File: src/rtl/tap_sel_pkg.sv
package tap_sel_pkg;
  typedef enum logic [2:0] {
    ST_IDLE,
    ST_PASS,
    ST_EVAL,
    ST_CMP,
    ST_DONE
  } sel_state_e;
endpackage

File: src/rtl/tap_probe_merge.sv
module tap_probe_merge #(
  parameter int MAX_TAPS = 8,
  localparam int PW = 2 * MAX_TAPS,
  localparam int TW = $clog2(MAX_TAPS + 1),
  localparam int IW = $clog2(PW),
  localparam int CW = IW + 1
) (
  input  logic [PW-1:0] map_i,
  input  logic [TW-1:0] n_i,
  input  logic          n_ok_i,
  output logic [PW-1:0] map_o
);
  logic [CW-1:0] n_w, n2_w;
  assign n_w  = CW'(n_i);
  assign n2_w = n_w << 1;

  for (genvar g = 0; g < PW; g++) begin : g_bit
    logic [CW-1:0] up, dn;
    assign up = CW'(g) + n_w;
    assign dn = CW'(g) - n_w;
    always_comb begin
      map_o[g] = 1'b0;
      if (n_ok_i) begin
        if (CW'(g) < n_w)       map_o[g] = map_i[g] & map_i[up[IW-1:0]];
        else if (CW'(g) < n2_w) map_o[g] = map_i[g] & map_i[dn[IW-1:0]];
      end
    end
  end
endmodule

File: src/rtl/tap_run_scan.sv
module tap_run_scan #(
  parameter int PW = 16,
  localparam int IW = $clog2(PW),
  localparam int LW = $clog2(PW + 1)
) (
  input  logic          clk_i,
  input  logic          rst_ni,
  input  logic          clear_i,
  input  logic          step_i,
  input  logic          bit_i,
  input  logic [IW-1:0] idx_i,
  output logic [LW-1:0] best_len_o,
  output logic [IW-1:0] best_start_o,
  output logic [IW-1:0] best_end_o
);
  logic [LW-1:0] cur_q, nxt_len;
  assign nxt_len = cur_q + LW'(1);

  always_ff @(posedge clk_i or negedge rst_ni) begin
    if (!rst_ni) begin
      cur_q        <= '0;
      best_len_o   <= '0;
      best_start_o <= '0;
      best_end_o   <= '0;
    end else if (clear_i) begin
      cur_q        <= '0;
      best_len_o   <= '0;
      best_start_o <= '0;
      best_end_o   <= '0;
    end else if (step_i) begin
      if (bit_i) begin
        cur_q <= nxt_len;
        // strictly longer only: earliest equal run is kept
        if (nxt_len > best_len_o) begin
          best_len_o   <= nxt_len;
          best_start_o <= idx_i - IW'(cur_q);
          best_end_o   <= idx_i;
        end
      end else begin
        cur_q <= '0;
      end
    end
  end

  a_r5_best_monotonic: assert property (@(posedge clk_i) disable iff (!rst_ni)
    (step_i && !clear_i) |=> best_len_o >= $past(best_len_o));
  a_r4_len_bound: assert property (@(posedge clk_i) disable iff (!rst_ni)
    best_len_o <= LW'(PW) && best_end_o >= best_start_o);
endmodule

File: src/rtl/tap_window_sel.sv
module tap_window_sel
  import tap_sel_pkg::*;
#(
  parameter int MAX_TAPS = 8,
  localparam int PW  = 2 * MAX_TAPS,
  localparam int TW  = $clog2(MAX_TAPS + 1),
  localparam int IW  = $clog2(PW),
  localparam int LW  = $clog2(PW + 1),
  localparam int TPW = $clog2(MAX_TAPS),
  localparam int MIN_RUN = 3
) (
  input  logic           clk_i,
  input  logic           rst_ni,
  input  logic           start_i,
  input  logic [TW-1:0]  tap_cnt_i,
  input  logic [PW-1:0]  pass_map_i,
  input  logic [PW-1:0]  cmp_map_i,
  output logic           done_o,
  output logic           err_o,
  output logic [TPW-1:0] tap_o
);
  sel_state_e    state_q;
  logic [TW-1:0] n_q;
  logic [PW-1:0] shift_q, cmp_q;
  logic [IW-1:0] idx_q;
  logic          bad_q, cmp_phase_q;

  logic          n_ok, accept, full_run, scan_last, clear, step, ok;
  logic [PW-1:0] pass_m, cmp_m;
  logic [LW-1:0] best_len;
  logic [IW-1:0] best_start, best_end;
  logic [IW:0]   sum;
  logic [IW-1:0] mid, mid_mod;

  assign n_ok   = (tap_cnt_i != '0) && (int'(tap_cnt_i) <= MAX_TAPS);
  assign accept = (state_q == ST_IDLE) && start_i;

  tap_probe_merge #(.MAX_TAPS(MAX_TAPS)) u_merge_pass (
    .map_i(pass_map_i), .n_i(tap_cnt_i), .n_ok_i(n_ok), .map_o(pass_m));
  tap_probe_merge #(.MAX_TAPS(MAX_TAPS)) u_merge_cmp (
    .map_i(cmp_map_i), .n_i(tap_cnt_i), .n_ok_i(n_ok), .map_o(cmp_m));

  assign full_run  = best_len == (LW'(n_q) << 1);
  assign scan_last = idx_q == IW'((IW'(n_q) << 1) - IW'(1));
  assign clear     = accept || (state_q == ST_EVAL && full_run);
  assign step      = (state_q == ST_PASS) || (state_q == ST_CMP);

  tap_run_scan #(.PW(PW)) u_scan (
    .clk_i, .rst_ni,
    .clear_i(clear), .step_i(step), .bit_i(shift_q[0]), .idx_i(idx_q),
    .best_len_o(best_len), .best_start_o(best_start), .best_end_o(best_end));

  assign sum     = {1'b0, best_start} + {1'b0, best_end};
  assign mid     = sum[IW:1];
  assign mid_mod = (mid >= IW'(n_q)) ? mid - IW'(n_q) : mid;
  assign ok      = !bad_q && (cmp_phase_q ? (best_len != '0) : (best_len >= LW'(MIN_RUN)));

  always_ff @(posedge clk_i or negedge rst_ni) begin
    if (!rst_ni) begin
      state_q     <= ST_IDLE;
      n_q         <= '0;
      shift_q     <= '0;
      cmp_q       <= '0;
      idx_q       <= '0;
      bad_q       <= 1'b0;
      cmp_phase_q <= 1'b0;
      done_o      <= 1'b0;
      err_o       <= 1'b0;
      tap_o       <= '0;
    end else begin
      done_o <= 1'b0;
      unique case (state_q)
        ST_IDLE: if (start_i) begin
          n_q         <= tap_cnt_i;
          shift_q     <= pass_m;
          cmp_q       <= cmp_m;
          idx_q       <= '0;
          bad_q       <= !n_ok;
          cmp_phase_q <= 1'b0;
          err_o       <= 1'b0;
          tap_o       <= '0;
          state_q     <= n_ok ? ST_PASS : ST_DONE;
        end
        ST_PASS, ST_CMP: begin
          shift_q <= shift_q >> 1;
          idx_q   <= idx_q + IW'(1);
          if (scan_last) state_q <= (state_q == ST_PASS) ? ST_EVAL : ST_DONE;
        end
        ST_EVAL: begin
          if (full_run) begin
            shift_q     <= cmp_q;
            idx_q       <= '0;
            cmp_phase_q <= 1'b1;
            state_q     <= ST_CMP;
          end else begin
            state_q <= ST_DONE;
          end
        end
        ST_DONE: begin
          done_o  <= 1'b1;
          err_o   <= !ok;
          tap_o   <= ok ? TPW'(mid_mod) : '0;
          state_q <= ST_IDLE;
        end
        default: state_q <= ST_IDLE;
      endcase
    end
  end

  a_r9_done_pulse: assert property (@(posedge clk_i) disable iff (!rst_ni)
    done_o |=> !done_o);
  a_r6_err_no_tap: assert property (@(posedge clk_i) disable iff (!rst_ni)
    (done_o && err_o) |-> tap_o == '0);
  a_r3_tap_range: assert property (@(posedge clk_i) disable iff (!rst_ni)
    (done_o && !err_o) |-> (int'(tap_o) < int'(n_q)));
  a_r8_bad_count: assert property (@(posedge clk_i) disable iff (!rst_ni)
    (accept && !n_ok) |=> state_q == ST_DONE);
  a_r9_busy_ignored: assert property (@(posedge clk_i) disable iff (!rst_ni)
    (state_q != ST_IDLE && start_i) |=> $stable(n_q));
endmodule

File: config.mk
export PLATFORM = sky130hd
export DESIGN_NAME = tap_window_sel
export DESIGN_NICKNAME = d
export VERILOG_FILES = /design/src/rtl/tap_sel_pkg.sv /design/src/rtl/tap_probe_merge.sv /design/src/rtl/tap_run_scan.sv /design/src/rtl/tap_window_sel.sv
export SDC_FILE = /design/constraint.sdc
export NUM_CORES = 1
export LEC_CHECK = 0
export BUFFER_PORTS_ARGS = -buffer_cell sky130_fd_sc_hd__buf_4
export CAP_MARGIN = 20
export CORE_UTILIZATION = 40
export DETAILED_ROUTE_END_ITERATION = 12
export HOLD_SLACK_MARGIN = 0.15
export SLEW_MARGIN = 0
export SYNTH_ARGS = -nofsm -noshare
export SYNTH_HDL_FRONTEND = slang
export SYNTH_SLANG_ARGS = --single-unit
File: constraint.sdc
create_clock -name clk_i -period 2.9 [get_ports clk_i]
set_input_delay 0.435 -clock clk_i [delete_from_list [all_inputs] [get_ports clk_i]]
set_output_delay 0.435 -clock clk_i [all_outputs]
set_load 0.005 [all_outputs]
Word level (Yosys, flattened, before mapping):

Cells that the tools add are included.

* register bits after elaboration: 68
* input bits: 39
* word-level logic and storage cells: 478

* $add $sub $neg: 37
* magnitude comparators: 68
* equal/unequal tests: 9
* mux-type cells: 261
* bitwise gates (word level): 64
* reductions and logical operators: 25

Operator list (count)
* 1-bit binary-select mux with 4-bit select: 64
* 1-bit two-way mux: 164
* 4-bit by 5-bit less-than comparator with 1-bit output, second input constant: 32
* 1-bit bitwise AND: 64
* 16-bit case mux with 3 select lines: 1
* 4-bit by 5-bit less-than comparator with 1-bit output, first input constant: 8
* 4-bit two-way mux: 10
* 5-bit two-way mux: 7
* 4-bit adder, first input constant: 8
* 4-bit less-than comparator, first input constant: 8
* 16-bit two-way mux: 2
* 4-bit subtractor, first input constant: 8
* 3-bit two-way mux: 8
* 3-bit by 5-bit less-than comparator with 1-bit output, first input constant: 4
* 3-bit by 4-bit adder with 4-bit output, first input constant: 4
* 3-bit by 4-bit less-than comparator with 1-bit output, first input constant: 4
* 3-bit by 4-bit subtractor with 4-bit output, first input constant: 4
* 4-bit case mux with 3 select lines: 1
* 1-bit by 5-bit less-than comparator with 1-bit output, first input constant: 2
* 2-bit by 5-bit less-than comparator with 1-bit output, first input constant: 2
* 2-bit nonzero test: 5
* 3-bit case mux with 3 select lines: 1
* 3-bit AND reduction: 3
* 2-bit by 4-bit adder with 4-bit output, first input constant: 2
* other kinds (32): 48

Logic depth before layout (Yosys ltp):

* depth after elaboration: 9
* mapped depth: 11
* depth with buffers taken out: 11

Modules after synthesis:

A second synthesis with hierarchy kept.

* cell total of the unflattened synthesis: 895
* area, all modules: 8884.8 µm²

By module, submodules not included
* tap_probe_merge: instances 2, cells each 266, area an instance 2532.4 µm², seq. area each 0.0 µm²
* tap_window_sel: instances 1, cells each 247, area an instance 2726.4 µm², seq. area each 1251.2 µm²
* tap_run_scan: instances 1, cells each 116, area an instance 1093.5 µm², seq. area each 450.4 µm²

Worst setup path before layout:

Ideal clock, no wire load.

* path type: input -> register
* start: input port tap_cnt_i[1]
* end: register cmp_q[1]
* arrival time: 2.976 ns
* required time: 2.778 ns
* setup slack: -0.197 ns
* cell stages on the path: 9
* cells stage by stage: inv_1 buf_1 ha_1 buf_2 buf_1 mux4_2 mux4_2 a22o_1 a32o_1

* cells in the longest elaborated chain, start to end: 7
* elaborated cells on any way between the ends: 16
* those cells by class: add/sub (2); order compare (3); mux (7); bitwise (2); reduce/logical (2)

Ends and longest elaborated chain
* from (decl): line tap_window_sel.sv:15 `input logic [TW-1:0] tap_cnt_i,`
* 1-bit by 4-bit subtractor with 4-bit output: line tap_probe_merge.sv:20 `assign dn = CW'(g) - n_w;`
* 1-bit binary-select mux with 4-bit select: line tap_probe_merge.sv:25 `else if (CW'(g) < n2_w) map_o[g] = map_i[g] & map_i[dn[IW-1:0]];`
* 1-bit two-way mux (implied by the code): line tap_probe_merge.sv:25
* 1-bit bitwise AND: line tap_probe_merge.sv:25
* 1-bit two-way mux: line tap_probe_merge.sv:25
* 1-bit two-way mux: line tap_probe_merge.sv:24 `if (CW'(g) < n_w) map_o[g] = map_i[g] & map_i[up[IW-1:0]];`
* 1-bit two-way mux *: line tap_probe_merge.sv:23 `if (n_ok_i) begin`
* to (signal assigned): line tap_window_sel.sv:76 `cmp_q <= cmp_m;`
* to (decl): line tap_window_sel.sv:24 `logic [PW-1:0] shift_q, cmp_q;`

Every way passes the cells marked *; elsewhere a longest branch is shown, timed or not. The select of a mux whose other input is x is not followed.
A chain may end at the register's enable or synchronous reset.

Worst setup path in the final report:

* start: register u_scan.best_start_o[1]
* end: register tap_o[2]

* cells in the longest elaborated chain, start to end: 5
* elaborated cells on any way between the ends: 6
* those cells by class: add/sub (2); order compare (1); mux (3)

Ends and longest elaborated chain
* from (decl): line tap_run_scan.sv:13 `output logic [IW-1:0] best_start_o,`
* from (signal assigned): line tap_run_scan.sv:36 `best_start_o <= idx_i - IW'(cur_q);`
* 4-bit by 4-bit adder with 5-bit output *: line tap_window_sel.sv:53 `assign sum = {1'b0, best_start} + {1'b0, best_end};`
* 4-bit >= comparator or 3-bit subtractor (tied branches): line tap_window_sel.sv:55 `assign mid_mod = (mid >= IW'(n_q)) ? mid - IW'(n_q) : mid;`
* 3-bit two-way mux *: line tap_window_sel.sv:55
* 3-bit two-way mux *: line tap_window_sel.sv:102 `tap_o <= ok ? TPW'(mid_mod) : '0;`
* 3-bit case mux with 2 select lines *: line tap_window_sel.sv:72 `unique case (state_q)`
* to (signal assigned): line tap_window_sel.sv:102
* to (decl): line tap_window_sel.sv:20 `output logic [TPW-1:0] tap_o`

Every way passes the cells marked *; elsewhere a longest branch is shown, timed or not.

==> tab_implementation.tex <==
\begin{tabular}{lr}
\hline
Metric & Value \\
\hline
\multicolumn{2}{l}{\textbf{Synth}} \\
Portion of synthesized cell area occupied by the leading cell type & 22.8\% \\
Number of warnings reported in the yosys synthesis log & 0 \\
Netlist area before placement & about 7400 sq um \\
Synthesized instance count & about 740 \\
Most common flop cell mapped by yosys & dfrtp\_1 \\
Fraction of registers with async set/reset & 100\% \\
Share of the yosys chip area belonging to registers & 22.8\% \\
Distinct cell type count of the synthesized netlist & 72 \\
EDFF count, synth & 0 \\
Cell type contributing the most total cell area after synthesis & dfrtp\_1 \\
Net count after synthesis & 815 \\
Register bit count reported by yosys & between 60 and 70 \\
Top post-synthesis cells by area & dfrtp\_1 23\%, mux4\_2 21\%, mux2i\_1 11\% \\
Per-instance average area after synthesis & $\sim$10 sq um \\
\multicolumn{2}{l}{\textbf{Min path}} \\
Kind of path behind the tightest hold check & input pin to async pin \\
\multicolumn{2}{l}{\textbf{Die}} \\
Initial cell density of the core & 41.2\% \\
Overall die height & 138 um \\
Core region area & 18100 sq um \\
Die Area & 19200 sq um \\
Count of standard-cell rows & 49 \\
Number of placed I/O pins & 44 \\
Width of the die & $\sim$140 um \\
\multicolumn{2}{l}{\textbf{Detailed routing}} \\
Number of DRC violations after detailed-routing iteration 0 & 698 \\
Vias per inst & approximately 6.5 \\
Final antenna-violating net count & 0 \\
Total via count in the routed design & approximately 7k \\
Final Routed Wirelength & 25900 um \\
Detailed-routing iteration count for the pre-antenna-repair pass & 9 \\
Routed wire per std cell & 24.8 um \\
Number of remaining DRC errors & 6 \\
\multicolumn{2}{l}{\textbf{STA}} \\
Setup Skew & 0.0143 ns \\
Hold Violations, Final & 0 \\
Min Tclk post-route & $\sim$2.7 ns \\
RSZ-0062 raised after global routing & no \\
Setup tns final & 0 ns \\
Max-slew violation total from the final report & 0 \\
Slew of the pin with the lowest slew margin & 0.918 ns \\
Period Utilization, post-route & 91.6\% \\
Top achievable clock speed & around 380 MHz \\
Max-slew headroom & 38.8\% \\
Setup violation total in the final timing report & 0 \\
\multicolumn{2}{l}{\textbf{Critical path}} \\
Worst setup path endpoint & tap\_o[2]\$\_DFFE\_PN0P\_ \\
Max FO, Critical Path & 3 \\
Nature of the critical path endpoint & flop \\
Critical path launch point type & flop \\
Arrival time reported for the critical path endpoint & 2.87 ns \\
R2R Path End & tap\_o[2]\$\_DFFE\_PN0P\_ \\
Beginning of the critical path & u\_scan.best\_start\_o[1]\$\_DFFE\_PN0P\_ \\
Slack of the worst reg-to-reg path & between 0.2 and 0.25 ns \\
Required time reported for the critical path endpoint & 3.12 ns \\
Crit Reg-Reg Startpoint & u\_scan.best\_start\_o[1]\$\_DFFE\_PN0P\_ \\
Cell count of the worst reg-to-reg path & 11 \\
Class of the most critical setup path & flop to flop \\
\multicolumn{2}{l}{\textbf{Layout}} \\
Layout cells sized above 1 & 25.9\% \\
Net total in the final layout & around 880 \\
Most common cell after layout, fill and taps aside & buf\_4 \\
Number of diodes added for antenna fixing & 0 \\
Synthesis-to-finish area growth & 16.0\% \\
Most used cells in the layout excluding fill and tap cells & 106 x buf\_4, 85 x mux2i\_1, 75 x nand2\_1, 68 x mux4\_2, 68 x dfrtp\_1 \\
\multicolumn{2}{l}{\textbf{Clock tree}} \\
Clock-pin transition on the worst setup and hold timing paths & 0.07 ns \\
CTS H-tree lvls & 3 \\
Cell chosen for the clock root & clkbuf\_16 \\
Clock network latency to the later pin of the worst-skew pair & roughly 0.34 ns \\
Number of CTS-inserted buffers & 9 \\
Number of hold buffers added after cts & 0 \\
Maximum buffer depth of the clock tree & 2 \\
Post-CTS repair timing setup buffer count & 0 \\
CTS tree & yes \\
TritonCTS sink count & 68 \\
Post-cts repair resize count & 0 \\
\multicolumn{2}{l}{\textbf{Power and ir drop}} \\
Total leakage power & 3.68 nW \\
Overall power & 6.27 mW \\
Power density of the placed cells & 726 nW/um\^{}2 \\
Peak supply drop & 0.341 mV \\
\multicolumn{2}{l}{\textbf{Global route}} \\
Largest net degree at the start of global routing & 69 \\
Vias in the first global route & a little under 7k \\
Total Routing Usage GR & around 28\% \\
Overflow left after global routing & 0 \\
Wire length of the first global-routing pass & 40700 um \\
Antenna violations before repair & 0 \\
\multicolumn{2}{l}{\textbf{Status}} \\
Status & finished, violations left \\
Violated checks & design-rule violations \\
\multicolumn{2}{l}{\textbf{Placement}} \\
I/O Buffers & 43 \\
DPL Wire Length & 19700 um \\
Routability cong. & 0.940 \\
\multicolumn{2}{l}{\textbf{Job}} \\
MaxCap Viol Count & 0 \\
\hline
\end{tabular}
report_power, final:
group	total [mW]	internal [mW]	leakage [nW]	switching (mW)
clock	1.11	0.665	0.131	0.443
combinational	3.47	1.58	2.65	1.89
sequential	1.70	1.32	0.890	0.384
total	6.27	3.56	3.68	2.71
synth_stat cells, types with 3 or more instances:
| library cell | instances |
|---|---|
| o311ai_1 | 3 |
| inv_1 | 29 |
| a211oi_1 | 4 |
| mux2_1 | 10 |
| ha_1 | 31 |
| buf_2 | 8 |
| nor2b_1 | 12 |
| clkbuf_1 | 27 |
| dfrtp_1 | 68 |
| nand4b_1 | 3 |
| fa_1 | 3 |
| a22oi_1 | 10 |
| a21oi_1 | 40 |
| xnor2_1 | 25 |
| a22o_1 | 7 |
| a221oi_1 | 10 |
| nand2_1 | 75 |
| a311oi_1 | 3 |
| o31ai_1 | 6 |
| xor2_1 | 5 |
| mux2_2 | 9 |
| buf_1 | 6 |
| buf_4 | 8 |
| nand2b_1 | 4 |
| mux2i_1 | 85 |
| o21ai_0 | 21 |
| mux4_2 | 68 |
| nand3_1 | 21 |
| o21a_1 | 3 |
| o211ai_1 | 3 |
| a21o_1 | 4 |
| and3_1 | 7 |
| o21ai_1 | 9 |
| nand4_1 | 19 |
| and2_1 | 4 |
| nor2_1 | 37 |
| nor3_1 | 6 |
| a31oi_1 | 7 |
state kept, by name (all words and copies together) (netlist names), 4 cells and up:
| name | flops |
|---|---|
| u_scan.best_len_o | 5 |
| cmp_q | 16 |
| u_scan.cur_q | 5 |
| shift_q | 16 |
| u_scan.best_end_o | 4 |
| idx_q | 4 |
| u_scan.best_start_o | 4 |
| n_q | 4 |
area by class of cell:
cell class,instances,area (sq um)
inverters,32,120
multi-input cells,592,5410
clock inverters,6,65.1
fillers,1685,9440
flip-flops and latches,68,1700
clock buffers,10,229
repair buffers,108,836
well taps,229,287
worst min path at each step:
| stage | endpoint | slack (ns) |
|---|---|---|
| floorplan | bad_q$_DFFE_PN0P_ | 0.14 |
| global placement | shift_q[13]$_DFFE_PN0P_ | 0.47 |
| detailed placement | cmp_q[8]$_DFFE_PN0P_ | 0.47 |
| CTS | state_q[0]$_DFFE_PN0P_ | 0.27 |
| global route | shift_q[11]$_DFFE_PN0P_ | 0.31 |
| finish | shift_q[11]$_DFFE_PN0P_ | 0.23 |
through the flow:
| stage | hold slack [ns] | instance area, sq um | utilization, % | instances | setup slack (ns) |
|---|---|---|---|---|---|
| 6_report | 0.229 | 8640 | 47.8 | 1045 | 0.243 |
| 4_1_cts | 0.274 | 8640 | 47.7 | 1044 | 0.231 |
| 2_1_floorplan | 0.139 | 7450 | - | 742 | 0.0795 |
| 3_5_place_dp | 0.468 | 8340 | 46.1 | 1028 | -0.0175 |
| 3_3_place_gp | 0.468 | 8340 | 46.1 | 1028 | 0.0398 |
| 5_1_grt | 0.307 | 8640 | 47.8 | 1045 | 0.0252 |
cell families (layout without fill, tap and decap cells):
logic type | after synthesis | after routing | share of synthesized area, %
muxes | 174 | 174 | 35.6
and+or+nand+nor | 203 | 203 | 13.3
adders and majority gates | 35 | 35 | 6.15
DFF | 68 | 68 | 22.8
xor gates and xnor gates | 33 | 33 | 4.33
AOI/OAI and AO/OA | 147 | 147 | 13.1
buffers and inverters | 82 | 156 | 4.77
worst max-delay path, stage by stage (launching register included):
cell,delay [ns]
dfrtp_1,0.38
inv_1,0.07
fa_1,0.45
xor2_1,0.25
inv_1,0.07
ha_1,0.27
nand2_1,0.06
nand2_1,0.06
a21o_1,0.17
a21oi_1,0.19
mux2_2,0.35
a22o_1,0.22
routing by layer:
layer  vias up  wire, um  GRT usage, %
met5         -         0             0
met3        52      2000          3.60
met2       347     12400          45.4
met4         0       745          9.05
met1      3437     10800          37.5
li1       2987         -             -
Power figures use the tool's default switching activity.
